## config.mk

```make
export PLATFORM = sky130hd
export DESIGN_NAME = seu_chain_tester
export DESIGN_NICKNAME = d
export VERILOG_FILES = /design/src/rtl/seu_tester_pkg.sv /design/src/rtl/seu_word_serializer.sv /design/src/rtl/seu_shift_chain.sv /design/src/rtl/seu_word_deserializer.sv /design/src/rtl/seu_upset_checker.sv /design/src/rtl/seu_chain_tester.sv
export SDC_FILE = /design/constraint.sdc
export NUM_CORES = 1
export LEC_CHECK = 0
export BUFFER_PORTS_ARGS = -buffer_cell sky130_fd_sc_hd__buf_2
export CORE_MARGIN = 3
export CORE_UTILIZATION = 52
export CTS_CLUSTER_DIAMETER = 150
export CTS_CLUSTER_SIZE = 12
export DETAILED_ROUTE_END_ITERATION = 10
export PLACE_DENSITY_LB_ADDON = 0.25
export REMOVE_ABC_BUFFERS = 1
export SYNTH_ARGS = -nofsm -noshare
export SYNTH_HDL_FRONTEND = slang
export SYNTH_SLANG_ARGS = --single-unit
```

## constraint.sdc

```tcl
create_clock -name clk -period 2.65 [get_ports clk]
set_input_delay 0.265 -clock clk [delete_from_list [all_inputs] [get_ports clk]]
set_output_delay 0.265 -clock clk [all_outputs]
set_load 0.02 [all_outputs]
```

## src/rtl/seu_tester_pkg.sv

```systemverilog
package seu_tester_pkg;
  localparam int unsigned TW = 32;
  typedef logic [TW-1:0] word_t;

  function automatic word_t rotl1(word_t w);
    return {w[TW-2:0], w[TW-1]};
  endfunction
endpackage

```

## src/rtl/seu_word_serializer.sv

```systemverilog
module seu_word_serializer
  import seu_tester_pkg::*;
(
  input  logic clk,
  input  logic rst_n,
  input  logic adv_i,
  output logic bit_o
);
  localparam int unsigned PW = $clog2(TW);

  logic [PW-1:0] pos_q;
  word_t         gen_q;
  word_t         rot_q;

  always_ff @(posedge clk) begin
    if (!rst_n) begin
      pos_q <= '0;
      gen_q <= '0;
      rot_q <= '0;
    end else if (adv_i) begin
      if (pos_q == '0) begin
        rot_q <= gen_q;
        gen_q <= gen_q + 1'b1;
      end else begin
        rot_q <= rotl1(rot_q);
      end
      pos_q <= pos_q + 1'b1;
    end
  end

  assign bit_o = rot_q[TW-1];

  // generator frozen while the path is gated
  p_gen_hold_r8: assert property (@(posedge clk) disable iff (!rst_n)
    !adv_i |=> $stable(gen_q));
endmodule

```

## src/rtl/seu_shift_chain.sv

```systemverilog
module seu_shift_chain #(
  parameter int unsigned LEN = 16
) (
  input  logic clk,
  input  logic rst_n,
  input  logic adv_i,
  input  logic din_i,
  output logic dout_o
);
  logic [LEN-1:0] st_q;

  generate
    if (LEN == 1) begin : g_single
      always_ff @(posedge clk) begin
        if (!rst_n)     st_q <= '0;
        else if (adv_i) st_q <= din_i;
      end
    end else begin : g_multi
      always_ff @(posedge clk) begin
        if (!rst_n)     st_q <= '0;
        else if (adv_i) st_q <= {st_q[LEN-2:0], din_i};
      end
    end
  endgenerate

  assign dout_o = st_q[LEN-1];

  // chain contents hold whenever the path is gated
  p_chain_hold_r9: assert property (@(posedge clk) disable iff (!rst_n)
    !adv_i |=> $stable(st_q));
endmodule

```

## src/rtl/seu_word_deserializer.sv

```systemverilog
module seu_word_deserializer
  import seu_tester_pkg::*;
#(
  parameter int unsigned LEN = 16
) (
  input  logic  clk,
  input  logic  rst_n,
  input  logic  adv_i,
  input  logic  din_i,
  output logic  valid_o,
  output word_t word_o
);
  localparam int unsigned LW = $clog2(LEN + 1);
  localparam int unsigned PW = $clog2(TW);

  logic [LW-1:0] lat_q;
  logic          go_q;
  logic [PW-1:0] pos_q;
  word_t         sh_q;

  always_ff @(posedge clk) begin
    if (!rst_n) begin
      lat_q   <= '0;
      go_q    <= 1'b0;
      pos_q   <= '0;
      sh_q    <= '0;
      word_o  <= '0;
      valid_o <= 1'b0;
    end else begin
      valid_o <= 1'b0;
      if (adv_i) begin
        if (!go_q) begin
          if (lat_q == LW'(LEN)) go_q <= 1'b1;
          else                   lat_q <= lat_q + 1'b1;
        end else begin
          sh_q  <= {sh_q[TW-2:0], din_i};
          pos_q <= pos_q + 1'b1;
          if (pos_q == PW'(TW - 1)) begin
            word_o  <= {sh_q[TW-2:0], din_i};
            valid_o <= 1'b1;
          end
        end
      end
    end
  end

  // strobe lasts one cycle
  p_pulse_r11: assert property (@(posedge clk) disable iff (!rst_n)
    valid_o |=> !valid_o);
  // a strobe only follows an advancing cycle
  p_strobe_adv_r8: assert property (@(posedge clk) disable iff (!rst_n)
    valid_o |-> $past(adv_i));
endmodule

```

## src/rtl/seu_upset_checker.sv

```systemverilog
module seu_upset_checker
  import seu_tester_pkg::*;
#(
  parameter int unsigned CNT_W = 32
) (
  input  logic             clk,
  input  logic             rst_n,
  input  logic             start_i,
  input  logic             valid_i,
  input  word_t            word_i,
  output logic             primed_o,
  output logic [CNT_W-1:0] err_o,
  output logic [CNT_W-1:0] tot_o
);
  localparam logic [CNT_W-1:0] CMAX = '1;

  word_t exp_q;

  always_ff @(posedge clk) begin
    if (!rst_n || start_i) begin
      primed_o <= 1'b0;
      err_o    <= '0;
      tot_o    <= '0;
      exp_q    <= '0;
    end else if (valid_i) begin
      if (tot_o != CMAX) tot_o <= tot_o + 1'b1;
      if (primed_o && (word_i != exp_q) && (err_o != CMAX)) err_o <= err_o + 1'b1;
      exp_q    <= word_i + 1'b1;
      primed_o <= 1'b1;
    end
  end

  // clear wins over everything
  p_clear_r7: assert property (@(posedge clk) disable iff (!rst_n)
    start_i |=> (err_o == '0) && (tot_o == '0) && !primed_o);
  // word count moves only on a strobe
  p_tot_quiet_r6: assert property (@(posedge clk) disable iff (!rst_n)
    (!valid_i && !start_i) |=> $stable(tot_o));
  // priming word never adds an error
  p_prime_r4: assert property (@(posedge clk) disable iff (!rst_n)
    (valid_i && !primed_o && !start_i) |=> $stable(err_o));
  // saturated counters hold
  p_err_sat_r10: assert property (@(posedge clk) disable iff (!rst_n)
    (err_o == CMAX && !start_i) |=> err_o == CMAX);
  // errors never outnumber words
  p_err_le_tot_r5: assert property (@(posedge clk) disable iff (!rst_n)
    err_o <= tot_o);
endmodule

```

## src/rtl/seu_chain_tester.sv

```systemverilog
module seu_chain_tester
  import seu_tester_pkg::*;
#(
  parameter int unsigned CHAIN_LEN = 16,
  parameter int unsigned CNT_W     = 32
) (
  input  logic             clk,
  input  logic             rst_n,
  input  logic             start_i,
  input  logic             run_i,
  input  logic             upset_i,
  output logic             rx_valid_o,
  output logic [TW-1:0]    rx_word_o,
  output logic             primed_o,
  output logic [CNT_W-1:0] err_cnt_o,
  output logic [CNT_W-1:0] word_cnt_o
);
  logic  ser_bit;
  logic  chain_in;
  logic  chain_out;
  word_t rx_word;

  seu_word_serializer u_ser (
    .clk(clk), .rst_n(rst_n), .adv_i(run_i), .bit_o(ser_bit)
  );

  assign chain_in = ser_bit ^ upset_i;

  seu_shift_chain #(.LEN(CHAIN_LEN)) u_chain (
    .clk(clk), .rst_n(rst_n), .adv_i(run_i), .din_i(chain_in), .dout_o(chain_out)
  );

  seu_word_deserializer #(.LEN(CHAIN_LEN)) u_des (
    .clk(clk), .rst_n(rst_n), .adv_i(run_i), .din_i(chain_out),
    .valid_o(rx_valid_o), .word_o(rx_word)
  );

  assign rx_word_o = rx_word;

  seu_upset_checker #(.CNT_W(CNT_W)) u_chk (
    .clk(clk), .rst_n(rst_n), .start_i(start_i), .valid_i(rx_valid_o),
    .word_i(rx_word), .primed_o(primed_o), .err_o(err_cnt_o), .tot_o(word_cnt_o)
  );
endmodule

```

==> flow_summary_export.csv, run 1 <==
group,metric,value,unit
synth,synth_largest_area_cell,"dfxtp_1",
worst_setup_path,reg2regPathDepth,7,
job,drv_cap,0,
hold_path,whs_path_depth,4,
worst_setup_path,cp_top_family,"simple AND/OR/NAND/NOR gates",
finish,diodes,0,
synth,synth_ff_type,"dfxtp_1",
floorplan,core.rowCount,54,
drt,drtPass1Iterations,4,
power_and_ir_drop,internal_power,5.70,mW
worst_setup_path,critical_path.cell_chain,"xnor2_1 > nand4_1 > nor4_1 > a21oi_1 > nand3_1 > or4_1 > a21oi_1",
synth,synth-seq-area-share,0.441,
global_routing,grt_pass1_wl,42900,µm
synth,netlist_area,11700,µm²
timing,fin_skew,0.0102,ns
floorplan,dieArea,24300,µm²
timing,hold_violations,0,
timing,max_freq,429,MHz
timing,rsz0062_at_grt,"false",
drt,route.detailed.wl_per_inst,15.3,µm
synth,syn_avg_cell_area,8.85,µm²
drt,drt-total-wl,25700,µm
clock_network,clk_pin_slew,0.06,ns
worst_setup_path,required,3.10,ns
floorplan,coreArea,22000,µm²
power_and_ir_drop,total_power,7.31,mW
global_routing,antenna_found_initial,0,
timing,fin_crit,2.33,ns
synth,synthTopCellsByArea,"dfxtp_1 (44%), nand2_1 (6.7%), xnor2_1 (5.6%)",
power_and_ir_drop,p_seq_frac,0.538,
power_and_ir_drop,combPwrFrac,0.040,
drt,drtAntennaViolNets,0,
finish,fin_area,13200,µm²
finish,postLayoutCoreUtil,0.600,
drt,viasPerCell,5.52,
clock_network,htree_num_levels,1,
worst_setup_path,max_stage_delay,0.52,ns
timing,relSlewSlack,0.551,
worst_setup_path,critPathKind,"reg2reg",
finish,syn_to_final_growth,12.8,%
clock_network,cts_sinks,257,
worst_setup_path,crit_slowest_cell,"or4_1",
synth,synth.most_common_cell,"dfxtp_1",
global_routing,grt_pass1_vias,8540,
power_and_ir_drop,ir_worst_vdd,322,µV
global_routing,grt_max_degree,141,
timing,finalSetupViolations,0,
power_and_ir_drop,power_switching,1.61,mW
global_routing,overflow,0,
placed_design,routabilityCongestion,0.840,
placed_design,io_buffers,102,
floorplan,die_w,156,µm
timing,setup_ws,0.320,ns
clock_network,clock_latency,0.53,ns
worst_setup_path,cp.arrival,2.78,ns
floorplan,die_h,156,µm
clock_network,cts-root-buf,"clkbuf_16",
clock_network,numCtsBuffers,25,
hold_path,min_path_type,"in2reg",
synth,yosysWarnings,0,
synth,synth.distinct_cells,53,
worst_setup_path,critPathMaxFanout,13,
worst_setup_path,path_depth,7,
worst_setup_path,crit_top_cell,"a21oi_1",
floorplan,start_util,0.532,
floorplan,ios,103,
run_status,status,"completed",
placed_design,placed_cells,1656,
worst_setup_path,path_buf_inv,0,
worst_setup_path,crit_path_start_kind,"flip-flop",
placed_design,dp_hpwl,17500,µm
synth,async_reset_ff_frac,0,
finish,drive_gt1_frac,0.130,
power_and_ir_drop,pwr-share-clk,0.422,
global_routing,track_usage,0.208,
synth,yosysTopAreaCellShare,0.441,
clock_network,cts_setup_buffers,0,
timing,finalSetupTns,0,ns
power_and_ir_drop,p_per_area,555,nW/µm²
synth,ys_top_cells_by_count,"dfxtp_1 (257), nand2_1 (207), nor2_1 (82), xnor2_1 (74), a21boi_0 (68)",
placed_design,pre_cts_ws,0.353,ns
timing,slew_viol_final,0,
synth,synth_edf_count,0,
clock_network,clockBufferDepth,3,
power_and_ir_drop,p_leak,5.38,nW
finish,finalNetCount,1418,
synth,ys_seq_elements,257,
drt,num_vias,9287,
drt,drt_iter0_drc,617,
drt,drc_errors,0,
finish,fillers,1938,
timing,hold_ws,0.0870,ns
clock_network,hold_buffers,0,
worst_setup_path,end_kind,"flip-flop",
clock_network,cts_tree,"built",
timing,period_share,0.879,
clock_network,post_cts_resized,0,
finish,final_cells,1683,
timing,worstMarginPinSlew,0.673,ns
placed_design,placed_area,12500,µm²
power_and_ir_drop,switching_share,0.220,
synth,synth_cells,1319,
==> cells in the final DEF, fill, tap and decap left out, types with 3 or more instances in the layout <==
master     synthesis  final
a21boi_0          68     68
a211oi_1          12     12
or4_1              6      6
or3_1             25     25
inv_1             15     15
o21ai_0           36     36
o211a_1           33     33
buf_2             18    100
buf_4              3     42
nand4_1           49     49
xor2_1            66     66
nor4_1             3      3
xnor2_1           74     74
and3_1            27     27
ha_1              10     10
and2_1            48     48
dfxtp_1          257    256
o211ai_1           3      3
clkbuf_16          0     25
nor3_1             4      4
nand3_1           58     58
nor2b_1           24     24
a21oi_1           33     33
nor2_1            82     82
mux2i_1           54     54
and4_1            11     11
nand2_1          207    207
==> per-layer routing <==
layer  track usage  part of all wire  vias to the layer above
met3        0.0344             0.057                       41
met2         0.313              0.44                      183
met4        0.0500             0.018                        0
met5             0                 0                        -
li1              -                 -                     4691
met1         0.311              0.49                     4372
==> worst register-to-register path, stage by stage (launching register included) <==
cell	delay (ns)
dfxtp_1	0.46
xnor2_1	0.11
nand4_1	0.14
nor4_1	0.08
a21oi_1	0.37
nand3_1	0.43
or4_1	0.53
a21oi_1	0.14
==> final cells by class <==
| class | count | area (µm²) | area share |
|---|---|---|---|
| Clock inverter | 2 | 17.5 | 0.00133 |
| Multi-Input combinational cell | 960 | 6120 | 0.465 |
| Clock buffer | 25 | 626 | 0.0475 |
| Sequential cell | 257 | 5150 | 0.391 |
| Inverter | 15 | 56.3 | 0.00427 |
| Tap cell | 280 | 350 | 0.0266 |
| Timing Repair Buffer | 144 | 856 | 0.0650 |
==> logic make-up (layout without fill, tap and decap cells) <==
| family | Yosys count | in the layout | synth area share |
|---|---|---|---|
| compound gates | 197 | 197 | 0.122 |
| xor+xnor | 140 | 140 | 0.105 |
| fa+ha+maj | 10 | 10 | 0.0107 |
| buf+inv | 102 | 186 | 0.0359 |
| flops | 257 | 257 | 0.441 |
| mux | 54 | 54 | 0.0463 |
| simple gates | 559 | 559 | 0.240 |
==> sequential cells by signal, indices dropped and copies added, names as in the netlist, 5 cells and up <==
signal	cells
u_chk.exp_q	32
u_chk.err_o	32
u_ser.gen_q	32
u_des.word_o	32
u_des.sh_q	31
u_chain.st_q	16
u_des.pos_q	5
u_chk.tot_o	32
u_ser.pos_q	5
u_ser.rot_q	32
u_des.lat_q	5
==> power groups by stage <==
stage	Clock [mW]	Sequential, mW	Combinational [mW]
final	3.08	3.93	0.294
after global routing	3.33	3.94	0.325
after CTS	3.15	3.93	0.300
after detailed placement	0	4.02	0.299
after global placement	0	4.02	0.293
after floorplan	0	4.01	0.203
==> final timing paths <==
check,start,to,slack (ns)
hold / removal,upset_i,u_chain.st_q[0],0.09
hold reg to reg,u_ser.rot_q[3],u_ser.rot_q[3],0.48
setup / recovery,u_des.word_o[20],u_chk.err_o[23],0.32
setup reg to reg,u_des.word_o[20],u_chk.err_o[23],0.32
No activity file was read; power rests on OpenSTA's default activity.
==> run 2, diff against run 1 <==
PLACE_DENSITY = 0.71   (was unset)
PLACE_DENSITY_LB_ADDON = unset   (was 0.25)
==> run 2 against run 1 <==
  * Wire length is 2.6% lower
  * First-iteration DRC count grew 11%
  * Maximum frequency decreased by 2.6%
  * Cell count fell by 0.53%
  * Non-clock buffer count shrank 8
  * Clock skew rose by 0.0097 ns
  * Global-route usage down 0.44 points
  * Register-to-register slack got worse by 0.06 ns
  * Sequential cell count did not move
  * Worst hold slack better by 0.0078 ns
  * Sequential share of layout area up 0.24 points
  * Critical endpoint unchanged
  * Largest cell class unchanged
==> flow_summary_export.csv, run 2 (same netlist as run 1, synthesis figures left out) <==
group,metric,value,unit
run_status,status,"completed",
floorplan,start_util,0.532,
global_routing,antenna_found_initial,0,
timing,worstMarginPinSlew,0.697,ns
floorplan,ios,103,
global_routing,overflow,0,
finish,fillers,1949,
global_routing,track_usage,0.203,
worst_setup_path,critPathMaxFanout,13,
clock_network,clockBufferDepth,3,
timing,finalSetupViolations,0,
timing,hold_ws,0.0948,ns
finish,drive_gt1_frac,0.125,
clock_network,clk_pin_slew,0.06,ns
timing,relSlewSlack,0.534,
clock_network,hold_buffers,0,
drt,viasPerCell,5.51,
floorplan,dieArea,24300,µm²
finish,final_cells,1674,
finish,syn_to_final_growth,12.1,%
clock_network,htree_num_levels,1,
timing,fin_crit,2.39,ns
power_and_ir_drop,power_switching,1.56,mW
timing,hold_violations,0,
placed_design,routabilityCongestion,0.826,
clock_network,cts-root-buf,"clkbuf_16",
placed_design,dp_hpwl,16900,µm
drt,drc_errors,0,
finish,regArea,5150,µm²
hold_path,min_path_type,"in2reg",
drt,route.detailed.wl_per_inst,14.9,µm
global_routing,grt_max_degree,152,
worst_setup_path,critPathKind,"reg2reg",
power_and_ir_drop,combPwrFrac,0.041,
power_and_ir_drop,p_per_area,554,nW/µm²
power_and_ir_drop,pwr-share-clk,0.417,
clock_network,clock_latency,0.52,ns
power_and_ir_drop,p_leak,5.32,nW
drt,drt-total-wl,25000,µm
worst_setup_path,required,3.09,ns
drt,drtAntennaViolNets,0,
floorplan,die_h,156,µm
worst_setup_path,crit_path_start_kind,"flip-flop",
timing,max_freq,418,MHz
placed_design,placed_area,12500,µm²
placed_design,placed_cells,1648,
drt,drtPass1Iterations,5,
job,drv_cap,0,
timing,rsz0062_at_grt,"false",
finish,finalNetCount,1410,
clock_network,cts_tree,"built",
floorplan,coreArea,22000,µm²
finish,final_common_cell,"dfxtp_1",
placed_design,io_buffers,102,
power_and_ir_drop,p_seq_frac,0.542,
finish,layout_common_cells,"dfxtp_1 (256), nand2_1 (207), buf_2 (100)",
power_and_ir_drop,ir_worst_vdd,401,µV
clock_network,cts_setup_buffers,0,
timing,fin_skew,0.0199,ns
drt,drt_iter0_drc,683,
worst_setup_path,end_kind,"flip-flop",
global_routing,grt_pass1_wl,42300,µm
floorplan,die_w,156,µm
worst_setup_path,cp.arrival,2.84,ns
timing,slew_viol_final,0,
floorplan,core.rowCount,54,
timing,period_share,0.903,
power_and_ir_drop,switching_share,0.215,
global_routing,grt_pass1_vias,8476,
drt,num_vias,9218,
clock_network,numCtsBuffers,25,
clock_network,post_cts_resized,0,
power_and_ir_drop,internal_power,5.69,mW
clock_network,cts_sinks,257,
finish,multi_input_area,6120,µm²
finish,fin_area,13100,µm²
finish,diodes,0,
## run 2: area by class of cell
| type | instances | area share |
|---|---|---|
| multi-input combinational | 960 | 0.468 |
| sequential | 257 | 0.393 |
| timing repair buffer | 136 | 0.0598 |
| tap | 280 | 0.0268 |
| inverter | 15 | 0.00430 |
| clock inverter | 1 | 0.000669 |
| clock buffer | 25 | 0.0478 |
## run 2: final timing paths
path                            cells after the start  slack, ns               end        startpoint
worst max-delay path                                7       0.26   u_chk.err_o[23]  u_des.word_o[17]
worst min-delay path                                2       0.09  u_des.word_o[12]             rst_n
worst max register to register                      7       0.26   u_chk.err_o[23]  u_des.word_o[17]
worst min register to register                      2       0.47   u_des.word_o[1]     u_des.sh_q[0]
## run 2: worst max-delay path, cell delays in order (launching register included)
cell     delay [ns]
dfxtp_1        0.44
xnor2_1        0.13
nand4_1        0.14
nor4_1         0.06
a21oi_1        0.45
nand3_1        0.45
or4_1          0.52
a21oi_1        0.14
## run 2: metal layers
metal / GRT usage / vias up / part of all wire
met4: 0.0479 / 0 / 0.021
li1: - / 4659 / -
met5: 0 / - / 0
met2: 0.324 / 167 / 0.45
met1: 0.291 / 4357 / 0.48
met3: 0.0322 / 35 / 0.046
## run 2: power by group through the flow
stage	Sequential (mW)	Clock [mW]	Combinational [mW]
floorplan	4.01	0	0.203
finish	3.93	3.02	0.295
global route	3.94	3.28	0.328
detailed placement	4.02	0	0.299
CTS	3.93	3.12	0.300
global placement	4.02	0	0.294
## run 2: stage by stage
step / utilization / setup slack (ns) / total power, mW / TNS, ns
2_1_floorplan: - / -1.93 / 4.21 / -105.75
3_3_place_gp: 0.567 / 0.371 / 4.31 / 0
3_5_place_dp: 0.567 / 0.302 / 4.32 / 0
4_1_cts: 0.596 / 0.282 / 7.36 / 0
5_1_grt: 0.596 / 0.0163 / 7.54 / 0
6_report: 0.596 / 0.256 / 7.25 / 0
